`src/rtl/sr_fft.sv`:
```
module sr_fft #(
  parameter int N  = 16,
  parameter int DW = 16,
  parameter int TW = 16
) (
  input  logic          clk,
  input  logic          rst_n,
  input  logic          in_valid,
  input  logic [DW-1:0] in_re,
  input  logic [DW-1:0] in_im,
  input  logic          start,
  input  logic          out_rd,
  output logic          busy,
  output logic          done,
  output logic [DW-1:0] out_re,
  output logic [DW-1:0] out_im,
  output logic [$clog2($clog2(N)+1)-1:0] blk_exp
);
  localparam int LG = $clog2(N);
  localparam int L  = N / 2;
  localparam int Q  = N / 4;
  localparam int QW = $clog2(Q);
  localparam int CW = 2 * DW;
  localparam int EW = $clog2(LG + 1);
  localparam int SB = TW - 2;
  localparam int PW = DW + TW + 2;
  localparam logic signed [PW-1:0] RH0 = PW'(1) << (SB - 1);
  localparam logic signed [PW-1:0] RH1 = PW'(1) << SB;

  typedef enum logic [1:0] {S_IDLE, S_RUN, S_DONE} st_t;
  st_t st;

  logic [CW-1:0] ra [L];
  logic [CW-1:0] rb [L];
  logic [CW-1:0] dl [Q];
  logic [LG-1:0] t, pass, ld_cnt, uc, dly;
  logic [QW-1:0] dm1;
  logic [EW-1:0] expo;
  logic scl, big, last, pend, sw, sh_a, sh_b, wflag;
  logic [CW-1:0] ta, tb, ao, bo, bd;

  logic signed [TW-1:0] rom_r [L];
  logic signed [TW-1:0] rom_i [L];
  for (genvar k = 0; k < L; k++) begin : g_tw
    localparam real ANG = 6.283185307179586 * k / N;
    localparam int  CR  = $rtoi($floor($cos(ANG) * (2.0 ** SB) + 0.5));
    localparam int  CI  = $rtoi($floor(-$sin(ANG) * (2.0 ** SB) + 0.5));
    assign rom_r[k] = TW'(CR);
    assign rom_i[k] = TW'(CI);
  end

  function automatic logic hi(input logic [DW-1:0] v);
    return !(v[DW-1 -: 3] == 3'b000 || v[DW-1 -: 3] == 3'b111);
  endfunction
  function automatic logic wbig(input logic [CW-1:0] w);
    return hi(w[CW-1:DW]) | hi(w[DW-1:0]);
  endfunction
  function automatic logic [DW-1:0] rnd(input logic signed [PW-1:0] v, input logic s);
    logic signed [PW-1:0] r;
    r = s ? ((v + RH1) >>> (SB + 1)) : ((v + RH0) >>> SB);
    return r[DW-1:0];
  endfunction

  assign last = pass == LG'(LG);
  assign dly  = last ? '0 : LG'(N >> (pass + 1));
  assign dm1  = QW'(dly - 1'b1);
  assign pend = t == LG'(L - 1) + dly;
  assign sw   = (t & dly) == '0;
  assign bd   = dl[dm1];

  logic [LG-2:0] g, z;
  assign g = (LG-1)'(t >> (LG - pass));
  for (genvar i = 0; i < LG - 1; i++) begin : g_rev
    assign z[i] = g[LG-2-i];
  end

  logic signed [DW-1:0] a_r, a_i, b_r, b_i;
  logic signed [PW-1:0] xbr, xbi, xwr, xwi, p_r, p_i, al_r, al_i;
  assign a_r = ra[0][CW-1:DW];
  assign a_i = ra[0][DW-1:0];
  assign b_r = rb[0][CW-1:DW];
  assign b_i = rb[0][DW-1:0];
  assign xbr = PW'(b_r);
  assign xbi = PW'(b_i);
  assign xwr = PW'(rom_r[z]);
  assign xwi = PW'(rom_i[z]);
  assign p_r = xbr * xwr - xbi * xwi;
  assign p_i = xbr * xwi + xbi * xwr;
  assign al_r = PW'(a_r) <<< SB;
  assign al_i = PW'(a_i) <<< SB;
  assign ao = {rnd(al_r + p_r, scl), rnd(al_i + p_i, scl)};
  assign bo = {rnd(al_r - p_r, scl), rnd(al_i - p_i, scl)};

  always_comb begin
    sh_a = 1'b0;
    sh_b = 1'b0;
    ta = ra[0];
    tb = rb[0];
    wflag = 1'b0;
    case (st)
      S_IDLE: if (in_valid && !start) begin
        sh_a = !ld_cnt[LG-1];
        sh_b = ld_cnt[LG-1];
        ta = {in_re, in_im};
        tb = {in_re, in_im};
      end
      S_RUN: begin
        sh_a = !t[LG-1];
        sh_b = 1'b1;
        ta = (last || sw) ? ao : bd;
        tb = last ? bo : (sw ? bd : ao);
        wflag = (!t[LG-1] & wbig(ta)) | ((t >= dly) & wbig(tb));
      end
      S_DONE: if (out_rd) begin
        sh_a = !uc[0];
        sh_b = uc[0];
      end
      default: ;
    endcase
  end

  always_ff @(posedge clk) begin
    if (sh_a) begin
      for (int i = 0; i < L - 1; i++) ra[i] <= ra[i+1];
      ra[L-1] <= ta;
    end
    if (sh_b) begin
      for (int i = 0; i < L - 1; i++) rb[i] <= rb[i+1];
      rb[L-1] <= tb;
    end
    if (st == S_RUN) begin
      for (int i = Q - 1; i > 0; i--) dl[i] <= dl[i-1];
      dl[0] <= bo;
    end
  end

  always_ff @(posedge clk) begin
    if (!rst_n) begin
      st <= S_IDLE;
      t <= '0;
      pass <= LG'(1);
      ld_cnt <= '0;
      uc <= '0;
      scl <= 1'b0;
      big <= 1'b0;
      expo <= '0;
    end else begin
      case (st)
        S_IDLE: if (start) begin
          st <= S_RUN;
          t <= '0;
          pass <= LG'(1);
          scl <= big;
          big <= 1'b0;
          expo <= '0;
          ld_cnt <= '0;
        end else if (in_valid) begin
          ld_cnt <= ld_cnt + 1'b1;
          big <= (ld_cnt == '0) ? wbig({in_re, in_im}) : (big | wbig({in_re, in_im}));
        end
        S_RUN: begin
          t <= t + 1'b1;
          big <= big | wflag;
          if (pend) begin
            expo <= expo + EW'(scl);
            if (last) begin
              st <= S_DONE;
              uc <= '0;
            end else begin
              pass <= pass + 1'b1;
              t <= '0;
              scl <= big | wflag;
              big <= 1'b0;
            end
          end
        end
        S_DONE: if (out_rd) begin
          uc <= uc + 1'b1;
          if (uc == LG'(N - 1)) st <= S_IDLE;
        end
        default: st <= S_IDLE;
      endcase
    end
  end

  assign busy    = st == S_RUN;
  assign done    = st == S_DONE;
  assign out_re  = uc[0] ? rb[0][CW-1:DW] : ra[0][CW-1:DW];
  assign out_im  = uc[0] ? rb[0][DW-1:0]  : ra[0][DW-1:0];
  assign blk_exp = expo;
endmodule

```
`config.mk`:
```
export PLATFORM = sky130hd
export DESIGN_NAME = sr_fft
export DESIGN_NICKNAME = d
export VERILOG_FILES = /design/src/rtl/sr_fft.sv
export SDC_FILE = /design/constraint.sdc
export NUM_CORES = 2
export LEC_CHECK = 0
export ABC_CLOCK_PERIOD_IN_PS = 19700
export BUFFER_PORTS_ARGS = -buffer_cell sky130_fd_sc_hd__buf_4
export CAP_MARGIN = 25
export CORE_MARGIN = 8
export CORE_UTILIZATION = 55
export DETAILED_ROUTE_END_ITERATION = 16
export GPL_TIMING_DRIVEN = 0
export PLACE_DENSITY = 0.77
export RECOVER_POWER = 100
export SLEW_MARGIN = 0
export SYNTH_ARGS = -nofsm -noshare
export SYNTH_HDL_FRONTEND = slang
export SYNTH_SLANG_ARGS = --single-unit
```
`constraint.sdc`:
```
create_clock -name clk -period 19.7 [get_ports clk]
set_input_delay 1.97 -clock clk [delete_from_list [all_inputs] [get_ports clk]]
set_output_delay 1.97 -clock clk [all_outputs]
set_load 0.05 [all_outputs]
```
==> qor.yml <==
timing:
  setup_viol: 0
  slew_headroom: -2.21
  fin_setup_tns_ns: 0
  fin_crit_ns: 18.87
  setup_ws_ns: 0.833
  tightestPinTransition_ns: 4.81
  rsz0062_at_grt: "false"
  max_clock_freq_mhz: 53.0
  final_hold_viol_count: 0
  fin_crit_sh: 0.958
  fin_worst_skew_ns: 0.0499
  maxSlewViolCount: 630
clocking:
  clk_pin_slew_worst_paths_ns: 0.06
  cts_setup_buffers: 0
  clk_latency_ns: 0.68
  hold_buffers: 0
  cts_resized: 0
  cts_buffers: 67
  h-tree-depth: 3
  cts-root-buf: "clkbuf_16"
  cts_buffer_depth: 3
  cts_sinks: 663
  cts_tree: "built"
placed_design:
  dpl.hpwl_um: 193000
  gp_routability_congestion: 1.09
  port_buffers: 73
  pre_cts_slack_ns: 1.39
  postPlaceCellArea_um2: 72100
  dp_cells: 8207
global_routing:
  antenna_found_initial: 19
  grt_max_degree: 94
  grt_usage: 0.346
  grt_pass1_vias: 50600
  overflow: 0
  grt_pass1_wl_um: 339000
status:
  violations: "capacitance limit, slew limit"
  status: "complete, but fails checks"
detailed_routing:
  drc: 0
  wirelength_um: 235000
  num_vias: 49800
  dr.pass1.iters: 8
  via_per_inst: 5.96
  drtAntennaViolNets: 0
  drtIter0Drc: 6038
  wl_per_cell_um: 28.1
synthesis:
  ys_types: 91
  synthTopCellsByCount: "1502 x inv_1, 1064 x fa_1, 640 x edfxtp_1, 490 x nand2_1, 434 x ha_1"
  ys_warn_count: 0
  synth_flop_cell: "edfxtp_1"
  syn-cell-area_um2: 68600
  synth.area.top_cells: "fa_1 31%, edfxtp_1 28%, inv_1 8.2%"
  ys_seq_area_frac: 0.287
  synth-async-reset-ratio: 0
  ys_ff_latch: 663
  synth_area_leader_cell: "fa_1"
  postSynthCellCount: 6447
  syn-num-nets: 7982
  synth_top_cell_area_share: 0.310
  yosysMostFrequentCell: "inv_1"
  avgSynthCellArea_um2: 10.6
  synth_edf_count: 640
setup_path:
  start_kind: "flip-flop"
  arrival_ns: 19.43
  crit_slowest_cell: "o21ai_1"
  cp.required_ns: 20.26
  slowest_delay_ns: 0.85
  crit_path_end_kind: "flip-flop"
  path_class: "flip-flop to flip-flop"
  cp_max_fo: 10
pwr:
  p_per_area_nw_per_um2: 82.9
  p_seq_frac: 0.302
  internal_power_mw: 3.48
  power.leakage_nw: 33.4
  combPwrFrac: 0.487
  p_sw_frac: 0.433
  peakVddDrop_mv: 0.100
  p_switching_mw: 2.66
  clkPwrFrac: 0.211
floorplanning:
  core.rowCount: 129
  dieWidth_um: 369
  start_util: 0.554
  fp.coreArea_um2: 124000
  io_pins: 74
  die_area_um2: 136000
  die_h_um: 369
cells_and_area:
  final_net_count: 8186
  fin_area_um2: 74100
  fin_cells: 8355
  drive_gt1_frac: 0.0452
  syn_to_final_growth_pct: 7.98
worst_hold_path:
  hold_path.class: "flip-flop to flip-flop"
job:
  maxCapViolCount: 17
-- cell usage in the layout, fill, tap and decap left out, types with 17 or more instances in the layout --
cell       instances
o22a_1            61
or3_1             41
nor4_1            18
buf_8             22
a21oi_1          215
nand2_1          490
mux2i_1           17
nor3_1            63
a31oi_1           21
a21o_1            44
or2_2             20
dfxtp_1           23
o21bai_1          19
nand3_1           69
nor2b_1           40
xor2_1            69
nor2_1           286
nand2b_1          67
buf_1             25
mux2_1            23
o21ai_0          145
buf_4             70
fa_1            1064
diode_2           17
o211ai_1          39
clkbuf_1         259
a211oi_1          38
edfxtp_1         640
clkbuf_16         67
mux4_2            33
ha_1             434
nand4_1           18
inv_1           1502
o21a_1            22
and2_1           247
xnor2_1          151
-- layer usage --
layer	GRT usage	part of all wire	up-vias
met4	0.230	0.088	8
met2	0.504	0.42	3188
li1	-	-	21000
met3	0.126	0.12	813
met5	0.00605	0.00077	-
met1	0.432	0.36	24800
-- cell type report --
| class | count | area (µm²) |
|---|---|---|
| inverters | 1506 | 5650 |
| well taps | 1637 | 2050 |
| fillers | 10200 | 49700 |
| clock buffers | 72 | 1700 |
| plain buffers | 253 | 956 |
| multi-input cells | 4025 | 42300 |
| flip-flops and latches | 663 | 19700 |
| repair buffers | 135 | 1130 |
| diodes | 17 | 42.5 |
| clock inverters | 47 | 546 |
-- flip-flops by register name, summed over array words and instances, names as in the netlist --
signal,flops
big,1
blk_exp,3
dl,128
ld_cnt,4
pass,4
ra,256
rb,256
scl,1
st,2
t,4
uc,4
-- power by group through the flow --
stage,Sequential [mW],Clock [mW],Combinational [mW]
after floorplan,1.86,0,1.98
final,1.85,1.30,2.99
after global routing,1.86,1.37,3.18
after detailed placement,1.87,0,2.86
after global placement,1.90,0,2.82
after CTS,1.84,1.32,2.89
-- per-stage QoR --
step                power (mW)  hold WS [ns]   util
floorplan                 3.85         0.400      -
global placement          4.72         0.400  0.575
detailed placement        4.73         0.405  0.582
CTS                       6.05         0.398  0.600
global route              6.41         0.416  0.598
finish                    6.14         0.407  0.598
-- logic make-up after synthesis --
family                   share of synthesized area
multiplexers                                0.0192
AO/OA/AOI/OAI                               0.0771
XOR/XNOR                                    0.0287
buffers and inverters                       0.0963
AND/OR/NAND/NOR                              0.102
flip-flops                                   0.287
adder cells (fa/ha/maj)                      0.390
-- critical path, delay by kind of cell, from the launching register on --
family / cells / cell delay (ns)
AND/OR/NAND/NOR: 10 / 3.13
XOR/XNOR: 3 / 0.93
AO/OA/AOI/OAI: 20 / 5.67
adder cells (fa/ha/maj): 12 / 5.03
flip-flops: 1 / 0.41
buffers and inverters: 14 / 3.51
-- worst paths after layout --
check	start	endpoint	slack, ns	depth (start not counted)
setup / recovery	pass[0]$_SDFFE_PN1P_	big$_SDFFE_PN0P_	0.83	59
hold / removal	rb[1][77]$_DFFE_PP_	rb[1][45]$_DFFE_PP_	0.41	0
hold reg to reg	rb[1][77]$_DFFE_PP_	rb[1][45]$_DFFE_PP_	0.41	0
setup reg to reg	pass[0]$_SDFFE_PN1P_	big$_SDFFE_PN0P_	0.83	59
Note: power is estimated with default switching activity, not from simulation.
